===== config.mk =====
export PLATFORM = sky130hd
export DESIGN_NAME = txbuf_byte_seq
export DESIGN_NICKNAME = d
export VERILOG_FILES = /design/src/rtl/txseq_pkg.sv /design/src/rtl/txseq_crc_step.sv /design/src/rtl/txseq_ts_patch.sv /design/src/rtl/txseq_addr.sv /design/src/rtl/txbuf_byte_seq.sv
export SDC_FILE = /design/constraint.sdc
export NUM_CORES = 1
export LEC_CHECK = 0
export ABC_AREA = 1
export BUFFER_PORTS_ARGS = -buffer_cell sky130_fd_sc_hd__buf_2
export CELL_PAD_IN_SITES_DETAIL_PLACEMENT = 1
export CELL_PAD_IN_SITES_GLOBAL_PLACEMENT = 1
export CORE_MARGIN = 2
export CORE_UTILIZATION = 40
export DETAILED_ROUTE_END_ITERATION = 7
export GPL_ROUTABILITY_DRIVEN = 0
export MAX_ROUTING_LAYER = met4
export PLACE_DENSITY = 0.81
export REMOVE_ABC_BUFFERS = 1
export SYNTH_ARGS = -nofsm -noshare
export SYNTH_HDL_FRONTEND = slang
export SYNTH_SLANG_ARGS = --single-unit

===== constraint.sdc =====
create_clock -name clk -period 4.1 [get_ports clk]
set_clock_uncertainty 0.05 [all_clocks]
set_input_delay 0.205 -clock clk [delete_from_list [all_inputs] [get_ports clk]]
set_output_delay 0.205 -clock clk [all_outputs]
set_load 0.02 [all_outputs]

===== src/rtl/txseq_pkg.sv =====
package txseq_pkg;

    localparam logic [31:0] FCS_POLY = 32'h04C11DB7;

    function automatic logic [31:0] reflect32(input logic [31:0] v);
        logic [31:0] r;
        for (int i = 0; i < 32; i++) begin
            r[i] = v[31-i];
        end
        return r;
    endfunction

    typedef enum logic [2:0] {
        ST_IDLE = 3'd0,
        ST_HREQ = 3'd1,
        ST_HCAP = 3'd2,
        ST_PREQ = 3'd3,
        ST_PCAP = 3'd4,
        ST_SEND = 3'd5
    } seq_state_e;

endpackage


===== src/rtl/txseq_crc_step.sv =====
module txseq_crc_step #(
    parameter logic [31:0] POLY = txseq_pkg::FCS_POLY
) (
    input  logic [31:0] crc_in,
    input  logic [7:0]  din,
    output logic [31:0] crc_out
);
    localparam logic [31:0] RPOLY = txseq_pkg::reflect32(POLY);

    logic [31:0] c;

    // Reflected form: data enters LSB first.
    always_comb begin
        c = crc_in;
        for (int b = 0; b < 8; b++) begin
            if (c[0] ^ din[b]) begin
                c = (c >> 1) ^ RPOLY;
            end else begin
                c = c >> 1;
            end
        end
        crc_out = c;
    end
endmodule


===== src/rtl/txseq_ts_patch.sv =====
module txseq_ts_patch #(
    parameter int LEN_W = 12,
    parameter int PTR_W = 6,
    parameter int TS_W  = 64
) (
    input  logic [LEN_W-1:0] idx,
    input  logic [PTR_W-1:0] win_lo,
    input  logic [PTR_W-1:0] win_hi,
    input  logic [TS_W-1:0]  ts,
    input  logic [7:0]       raw,
    output logic [7:0]       dout
);
    localparam int TS_BYTES = TS_W / 8;
    localparam int SEL_W    = $clog2(TS_BYTES);

    logic [LEN_W-1:0] lo_x;
    logic [LEN_W-1:0] hi_x;
    logic             hit;
    logic [SEL_W-1:0] sel;

    assign lo_x = LEN_W'(win_lo);
    assign hi_x = LEN_W'(win_hi);
    // An inverted window (lo > hi) never hits.
    assign hit  = (idx >= lo_x) && (idx <= hi_x);
    assign sel  = idx[SEL_W-1:0] - win_lo[SEL_W-1:0];
    assign dout = hit ? ts[{sel, 3'b000} +: 8] : raw;
endmodule


===== src/rtl/txseq_addr.sv =====
module txseq_addr #(
    parameter int IDX_W  = 4,
    parameter int OFS_W  = 8,
    parameter int BUF_AW = 10
) (
    input  logic [IDX_W-1:0]        buf_idx,
    input  logic [OFS_W-1:0]        ofs,
    input  logic [BUF_AW-1:0]       wrd,
    output logic [IDX_W+BUF_AW-1:0] addr
);
    logic [BUF_AW-1:0] inbuf;

    assign inbuf = BUF_AW'(ofs) + wrd;
    assign addr  = {buf_idx, inbuf};
endmodule


===== src/rtl/txbuf_byte_seq.sv =====
module txbuf_byte_seq
    import txseq_pkg::*;
#(
    parameter int LEN_W  = 12,
    parameter int BUF_AW = 10,
    parameter int IDX_W  = 4,
    parameter int OFS_W  = 8,
    parameter int PTR_W  = 6,
    parameter int TS_W   = 64
) (
    input  logic                     clk,
    input  logic                     rst_n,
    input  logic                     start,
    input  logic                     mode_ht,
    input  logic [LEN_W-1:0]         pay_len,
    input  logic [IDX_W+2*PTR_W+OFS_W-1:0] cfg_word,
    input  logic [TS_W-1:0]          ts_value,
    output logic                     ram_rd,
    output logic [IDX_W+BUF_AW-1:0]  ram_addr,
    input  logic [31:0]              ram_rdata,
    output logic                     busy,
    output logic                     hdr_valid,
    output logic [23:0]              sig_field,
    output logic [47:0]              htsig_field,
    output logic                     out_valid,
    output logic [7:0]               out_data,
    output logic                     out_last,
    input  logic                     out_ready
);
    // Configuration word field positions (a neighbour packs this word).
    localparam int IDX_LSB = 0;
    localparam int LO_LSB  = IDX_LSB + IDX_W;
    localparam int HI_LSB  = LO_LSB + PTR_W;
    localparam int OFS_LSB = HI_LSB + PTR_W;
    localparam int PAY_WORD0 = 4;   // payload starts at buffer byte 16

    typedef struct packed {
        seq_state_e       st;
        logic             ht;
        logic [LEN_W-1:0] len;
        logic [IDX_W-1:0] bidx;
        logic [OFS_W-1:0] ofs;
        logic [PTR_W-1:0] lo;
        logic [PTR_W-1:0] hi;
        logic [TS_W-1:0]  ts;
        logic [1:0]       hw;
        logic [LEN_W-1:0] idx;
        logic [31:0]      word;
        logic [31:0]      crc;
        logic             hv;
        logic [23:0]      sig;
        logic [47:0]      htsig;
    } seq_t;

    seq_t s_d, s_q;

    logic [LEN_W-1:0]  data_end;
    logic [LEN_W-1:0]  last_idx;
    logic              is_fcs;
    logic [1:0]        lane;
    logic [1:0]        fsel;
    logic [7:0]        raw_byte;
    logic [7:0]        pay_byte;
    logic [31:0]       fcs;
    logic [31:0]       crc_nx;
    logic [BUF_AW-1:0] rd_wrd;

    assign data_end = s_q.len - LEN_W'(4);
    assign last_idx = s_q.len - LEN_W'(1);
    assign is_fcs   = s_q.idx >= data_end;
    assign lane     = s_q.idx[1:0];
    assign fsel     = s_q.idx[1:0] - s_q.len[1:0];
    assign raw_byte = s_q.word[{lane, 3'b000} +: 8];
    assign fcs      = ~s_q.crc;

    txseq_ts_patch #(.LEN_W(LEN_W), .PTR_W(PTR_W), .TS_W(TS_W)) u_ts (
        .idx    (s_q.idx),
        .win_lo (s_q.lo),
        .win_hi (s_q.hi),
        .ts     (s_q.ts),
        .raw    (raw_byte),
        .dout   (pay_byte)
    );

    txseq_crc_step #(.POLY(FCS_POLY)) u_crc (
        .crc_in  (s_q.crc),
        .din     (pay_byte),
        .crc_out (crc_nx)
    );

    always_comb begin
        if (s_q.st == ST_HREQ) begin
            rd_wrd = BUF_AW'(s_q.hw);
        end else begin
            rd_wrd = BUF_AW'(PAY_WORD0) + BUF_AW'(s_q.idx[LEN_W-1:2]);
        end
    end

    txseq_addr #(.IDX_W(IDX_W), .OFS_W(OFS_W), .BUF_AW(BUF_AW)) u_addr (
        .buf_idx (s_q.bidx),
        .ofs     (s_q.ofs),
        .wrd     (rd_wrd),
        .addr    (ram_addr)
    );

    // Next-state logic
    always_comb begin
        s_d = s_q;
        unique case (s_q.st)
            ST_IDLE: begin
                if (start) begin
                    s_d.st    = ST_HREQ;
                    s_d.ht    = mode_ht;
                    s_d.len   = pay_len;
                    s_d.bidx  = cfg_word[IDX_LSB +: IDX_W];
                    s_d.lo    = cfg_word[LO_LSB +: PTR_W];
                    s_d.hi    = cfg_word[HI_LSB +: PTR_W];
                    s_d.ofs   = cfg_word[OFS_LSB +: OFS_W];
                    s_d.ts    = ts_value;
                    s_d.hw    = 2'd0;
                    s_d.idx   = '0;
                    s_d.crc   = '1;
                    s_d.hv    = 1'b0;
                    s_d.sig   = '0;
                    s_d.htsig = '0;
                end
            end
            ST_HREQ: s_d.st = ST_HCAP;
            ST_HCAP: begin
                case (s_q.hw)
                    2'd0: begin
                        s_d.sig = ram_rdata[23:0];
                        if (s_q.ht) s_d.htsig[7:0] = ram_rdata[31:24];
                    end
                    2'd1:    s_d.htsig[39:8]  = ram_rdata;
                    default: s_d.htsig[47:40] = ram_rdata[7:0];
                endcase
                if (!s_q.ht || s_q.hw == 2'd2) begin
                    s_d.hv = 1'b1;
                    s_d.st = (s_q.len > LEN_W'(4)) ? ST_PREQ : ST_SEND;
                end else begin
                    s_d.hw = s_q.hw + 2'd1;
                    s_d.st = ST_HREQ;
                end
            end
            ST_PREQ: s_d.st = ST_PCAP;
            ST_PCAP: begin
                s_d.word = ram_rdata;
                s_d.st   = ST_SEND;
            end
            ST_SEND: begin
                if (out_ready) begin
                    if (!is_fcs) s_d.crc = crc_nx;
                    if (s_q.idx == last_idx) begin
                        s_d.st = ST_IDLE;
                    end else begin
                        s_d.idx = s_q.idx + LEN_W'(1);
                        if (!is_fcs && lane == 2'd3 &&
                            (s_q.idx + LEN_W'(1)) < data_end) begin
                            s_d.st = ST_PREQ;
                        end
                    end
                end
            end
            default: s_d.st = ST_IDLE;
        endcase
    end

    always_ff @(posedge clk) begin
        if (!rst_n) begin
            s_q <= '0;
        end else begin
            s_q <= s_d;
        end
    end

    assign ram_rd      = (s_q.st == ST_HREQ) || (s_q.st == ST_PREQ);
    assign busy        = (s_q.st != ST_IDLE);
    assign hdr_valid   = s_q.hv;
    assign sig_field   = s_q.sig;
    assign htsig_field = s_q.htsig;
    assign out_valid   = (s_q.st == ST_SEND);
    assign out_data    = is_fcs ? fcs[{fsel, 3'b000} +: 8] : pay_byte;
    assign out_last    = out_valid && (s_q.idx == last_idx);
endmodule


==> results of run 1 <==
==> cell type report <==
class	count	area share, %
antenna	10	0.140
clock inverter	15	1.41
sequential	255	28.7
timing repair buffer	396	15.4
inverter	206	4.36
clock buffer	39	4.57
multi-input combinational	1423	42.3
tap	461	3.24
==> path summary, 6_finish.rpt <==
| check | from | end | slack [ns] | depth (start not counted) |
|---|---|---|---|---|
| setup / recovery | s_q[242]$_SDFFE_PN0P_ | out_data[1] | 0.21 | 19 |
| hold / removal | start | s_q[254]$_SDFFE_PN0P_ | 0.11 | 7 |
| setup reg to reg | lane[0]$_SDFFE_PN0P_ | s_q[97]$_SDFFE_PN0P_ | 0.60 | 20 |
| hold reg to reg | s_q[165]$_SDFFE_PN0P_ | s_q[165]$_SDFFE_PN0P_ | 0.41 | 2 |
==> registers in the layout, indices dropped and copies added (netlist names) <==
| signal | count |
|---|---|
| hdr_valid | 1 |
| s_q | 180 |
| htsig_field | 48 |
| sig_field | 24 |
| lane | 2 |
==> where the power goes <==
part / internal, mW / switching [mW]
Sequential: 3.30 / 0.576
Combinational: 3.33 / 7.33
Clock: 1.78 / 1.16
Total: 8.40 / 9.06
==> cells by family (layout without fill, tap and decap cells) <==
| logic type | after synthesis | count (layout) | share of synthesized area [%] |
|---|---|---|---|
| adders and majority gates | 51 | 51 | 4.59 |
| DFF | 255 | 255 | 35.5 |
| buffers and inverters | 386 | 656 | 12.6 |
| and+or+nand+nor | 795 | 795 | 24.2 |
| other | 0 | 10 | 0 |
| AOI/OAI and AO/OA | 494 | 494 | 17.8 |
| xor gates and xnor gates | 83 | 83 | 5.31 |
==> per-layer routing <==
layer / track usage, % / vias to the layer above
met5: - / -
met3: 4.97 / 206
met4: 17.5 / 0
li1: - / 7078
met1: 33.5 / 7299
met2: 51.1 / 497
==> metrics by stage <==
stage / TNS, ns / hold slack (ns) / utilization [%]
after detailed placement: 0 / 0.387 / 43.2
after global routing: -0.0599 / 0.140 / 50.2
after global placement: 0 / 0.376 / 43.2
after floorplan: -97.76 / 0.253 / -
final: 0 / 0.109 / 50.2
after CTS: 0 / 0.0685 / 50.0
==> cell usage after synthesis, types with 3 or more instances <==
cell type  number  area [µm²]
a211oi_1        6        45.0
a21oi_1       227        1140
a31oi_1         5        31.3
a32oi_1         4        35.0
buf_2          14        70.1
buf_4          82         616
buf_6           3        33.8
clkbuf_1       78         293
dfxtp_1       255        5100
fa_1            3        60.1
ha_1           48         601
inv_1         197         739
inv_2           7        26.3
nand2_1       358        1340
nand2_2        41         257
nand2_4        10         113
nand3_1       123         616
nand3_2         8        80.1
nand4_1         4        25.0
nor2_1        225         845
nor2_2          4        25.0
nor3_1          4        20.0
o21ai_0       230        1150
o21ai_1         7        35.0
o21bai_1        3        22.5
or2_1           3        18.8
xnor2_1        13         114
xor2_1         65         569
xor2_2          3        48.8
==> timing repair <==
item	in CTS	in global routing
gates resized for setup	3	11
endpoints found under the setup margin	3	10
pin swaps	0	1
hold buffers	133	0
buffers inserted	0	1
endpoints found under the hold margin	177	0
==> worst register-to-register path, delay by kind of cell, from the launching register on <==
family / cells / cell delay, ns
compound gates: 1 / 0.06
fa+ha+maj: 2 / 0.61
buf+inv: 4 / 0.71
flops: 1 / 0.36
simple gates: 13 / 1.57
==> impl_metrics.ini, run 1 <==
[cells_and_area]
final_cell_count_no_fill = 2805
n_fill_cell = 4539
layout_common_cells = nand2_1, dfxtp_1, buf_2, o21ai_0, a21oi_1
multi_input_area_um2 = 7530
seq_area_um2 = 5110
layout-drive-gt1-share_pct = 17.6
nets = 2499
final_area_um2 = 17800
syn2layout_area_growth_pct = 23.8
final_common_cell = nand2_1

[sta]
min_period_ns = 3.89
setup_viol = 0
min_period_over_period_pct = 94.9
final_hold_viol_count = 0
worst_slack_ns = 0.210
slew_headroom_pct = 30.0
slew_viol_final = 0
worst_pin_slew_ns = 1.05
max_freq_ghz = 0.257

[synth]
ys_types = 51
yosysSeqAreaShare_pct = 35.5
synth_edf_count = 0
syn_inst = 2064
ys_ff_latch = 255
yosys_warnings = 0
synth_flop_cell = dfxtp_1
avgSynthCellArea_um2 = 6.97
synthArstFlopShare_pct = 0
netlist_area_um2 = 14400

[drt]
wire_per_inst_um = 20.1
wl_met3_um = 2760
dr.pass1.iters = 5
ant_nets = 0
top_layer = met4
initialDrtViolationCount = 831
viasPerCell = 5.38
route.met2.wl_um = 27800
via_count = 15100
drt-met1-wl_um = 22200
drc_errors = 0
postRouteWirelength_um = 56200

[clock_tree]
clk_pin_slew_ns = 0.06
insertion_delay_ns = 0.59
clockBufferDepth = 3
h-tree-depth = 1
cts_root_buf = clkbuf_16
cts.sinks = 255
cts_tree = done
cts_buffers = 29

[grt]
grt_use_total_pct = 30.1
grt_pass1_wl_um = 88400
grt_max_degree = 190
antenna_found_initial = 9
gr-total-overflow = 0
grt_pass1_vias = 16200

[critical_path]
cp_slowest_stage_delay_ns = 0.34
start_kind = flop
crit_path_cell_trace = inv_1 -> ha_2 -> inv_1 -> nor2_2 -> xor2_1 -> ha_1 -> nand2_1 -> nor2_1 -> a211oi_1 -> o21ai_0 -> nand2_1 -> nand2_1 -> nand2_1 -> nand2_1 -> nand2_2 -> buf_6 -> a21oi_1 -> a31oi_1 -> buf_2
end_kind = primary output
cp_slowest_cell = dfxtp_1
path_buf_inv = 4
cp_max_fo = 14
worstPathRequired_ns = 3.85
crit_top_cell = nand2_1
cp_top_family = compound AO/OA/AOI/OAI gates
critical_path_class = flop to primary output
arrival_ns = 3.64

[power_and_ir_drop]
ir_drop_mv = 0.489
p_total_mw = 17.5
p_leak_nw = 8.32
powerDensity_nw_per_um2 = 981

[placed_design]
place_ws_ns = 0.394
dp.cells = 2607
place_area_um2 = 15300
numPortBuffers = 235
dpl.hpwl_um = 35100

[hold_path]
hold_class = primary input to flop

[floorplanning]
die_y_um = 194
io_pins = 236
die_area_um2 = 37500
start_util_pct = 40.5
placeableCoreArea_um2 = 35500
die_w_um = 194
rows = 69

[outcome]
status = finished clean

[job]
cap_violations = 0
No activity file was read; power rests on OpenSTA's default activity.
==> run 2: changes to the inputs <==
--- a/config.mk
+++ b/config.mk
@@ -13,6 +13,7 @@
 export CORE_UTILIZATION = 40
 export DETAILED_ROUTE_END_ITERATION = 7
 export GPL_ROUTABILITY_DRIVEN = 0
+export GPL_TIMING_DRIVEN = 0
 export MAX_ROUTING_LAYER = met4
 export PLACE_DENSITY = 0.81
 export REMOVE_ABC_BUFFERS = 1
==> run 2 against run 1 <==
- final cell count increased by 0.29%
- sequential power about the same
- design area increased by 2.0%
- fmax decreased by 0.24%
- via count increased by 1.4%
- flip-flop and latch count unchanged
- clock-buffer cell count decreased by 3
- global-route usage increased by 0.22 points
- critical path type is now flop to flop
- largest power group unchanged
==> impl_metrics.ini, run 2 (synthesized netlist as in run 1, its figures left out) <==
[outcome]
status = finished clean

[grt]
antenna_found_initial = 9
gr-total-overflow = 0
grt_use_total_pct = 30.4
grt_pass1_vias = 16600
grt_max_degree = 124
grt_pass1_wl_um = 89200

[cells_and_area]
seq_area_um2 = 5110
final_area_um2 = 18200
n_fill_cell = 4468
final_common_cell = nand2_1
top_register = s_q
syn2layout_area_growth_pct = 26.3
layout-drive-gt1-share_pct = 18.2
multi_input_area_um2 = 7610
nets = 2505
layout_common_cells = nand2_1, dfxtp_1, buf_2, o21ai_0, a21oi_1
largest_reg_flops = 180

[floorplanning]
rows = 69
die_area_um2 = 37500
die_w_um = 194
start_util_pct = 40.5
placeableCoreArea_um2 = 35500
io_pins = 236
die_y_um = 194

[critical_path]
cp_slowest_stage_delay_ns = 0.67
crit_top_cell = nand2_1
arrival_ns = 4.29
cp_top_family = simple AND/OR/NAND/NOR gates
critical_path_class = flop to flop
end_kind = flop
start_kind = flop
path_buf_inv = 5
cp_max_fo = 21
worstPathRequired_ns = 4.49
cp_slowest_cell = fa_2
crit_path_cell_trace = inv_8 -> ha_4 -> inv_1 -> fa_2 -> clkinvlp_4 -> buf_4 -> nand3_1 -> nand2_1 -> nand2_1 -> nand2_1 -> inv_1 -> nand3_1 -> nand2_1 -> nand2_1 -> nand2_1 -> nand2_1 -> nand2_1 -> nand2_1 -> a21oi_2 -> nand2_1 -> nand3_1 -> a21oi_1

[sta]
worst_pin_slew_ns = 1.14
min_period_over_period_pct = 95.1
hold_slack_ns = 0.159
setup_viol = 0
final_hold_viol_count = 0
slew_viol_final = 0
rsz0062_at_grt = false
max_freq_ghz = 0.256
min_period_ns = 3.90
slew_headroom_pct = 23.9

[placed_design]
numPortBuffers = 235
dpl.hpwl_um = 34000
place_area_um2 = 15300

[hold_path]
hold_class = primary input to flop

[drt]
viasPerCell = 5.43
ant_nets = 0
postRouteWirelength_um = 57200
dr.pass1.iters = 5
initialDrtViolationCount = 893
drc_errors = 0
via_count = 15300
wire_per_inst_um = 20.3

[clock_tree]
insertion_delay_ns = 0.62
clk_pin_slew_ns = 0.06
h-tree-depth = 1
cts.sinks = 255
clockBufferDepth = 3
cts_tree = done
cts_root_buf = clkbuf_16
cts_buffers = 30

[power_and_ir_drop]
p_leak_nw = 8.42
ir_drop_mv = 0.443
powerDensity_nw_per_um2 = 992

[job]
cap_violations = 0
## run 2: cell count changes in the layout (fill, tap and decap cells not counted), sizes merged
cell         delta
clkinvlp        +3
clkbuf          -3
buf             -2
inv             -1
dlygate4sd3     +7
diode           +1
clkinv          +3
## run 2: metrics by stage
step                util (%)  worst slack [ns]  TNS [ns]  total power, mW  instances
floorplan                  -             -1.55    -97.76             10.9       1884
global placement        42.6             -6.01   -715.91             13.5       2580
finish                  51.2             0.200         0             18.0       2813
CTS                     50.7            0.0483         0             17.4       2793
detailed placement      43.2             -1.48    -50.84             14.1       2588
global route            51.2            0.0138         0             19.3       2812
## run 2: cell type report
cell class              count  share of cell area [%]
multi-input cells        1423                    41.9
flip-flops and latches    255                    28.1
repair buffers            401                    16.2
clock buffers              36                    4.48
inverters                 206                    4.37
well taps                 461                    3.17
clock inverters            20                    1.63
diodes                     11                   0.151
## run 2: path summary, 6_finish.rpt
kind,endpoint,cells after the start,startpoint,slack [ns]
hold reg to reg,htsig_field[22]$_SDFFE_PN0P_,2,htsig_field[22]$_SDFFE_PN0P_,0.41
setup / recovery,s_q[96]$_SDFFE_PN0P_,22,lane[0]$_SDFFE_PN0P_,0.20
setup reg to reg,s_q[96]$_SDFFE_PN0P_,22,lane[0]$_SDFFE_PN0P_,0.20
hold / removal,s_q[254]$_SDFFE_PN0P_,7,start,0.16
## run 2: report_power, final
| group | internal [mW] | total, mW | switching [mW] |
|---|---|---|---|
| Clock | 1.81 | 3.02 | 1.22 |
| Sequential | 3.30 | 3.84 | 0.546 |
| Combinational | 3.55 | 11.1 | 7.60 |
| Total | 8.66 | 18.0 | 9.36 |
## run 2: timing repair
action	in CTS	in global routing
pin swaps	2	4
gates resized for setup	21	15
endpoints found under the hold margin	197	0
setup endpoints to repair	66	42
setup buffers	9	9
hold buffers	140	0
## run 2: worst reg2reg max path: cells and delay by family (launching register included)
family	cells	cell delay (ns)
AO/OA/AOI/OAI	2	0.35
adder cells (fa/ha/maj)	2	0.85
buffers and inverters	5	0.64
flip-flops	1	0.45
AND/OR/NAND/NOR	13	1.46
## run 2: routing by layer
layer  share of wire [%]  up-vias  track usage [%]
li1                    -     7112                -
met3                 4.8      243             4.37
met2                  49      556             52.0
met1                  40     7376             33.6
met4                 6.7        0             17.9
met5                   0        -                -
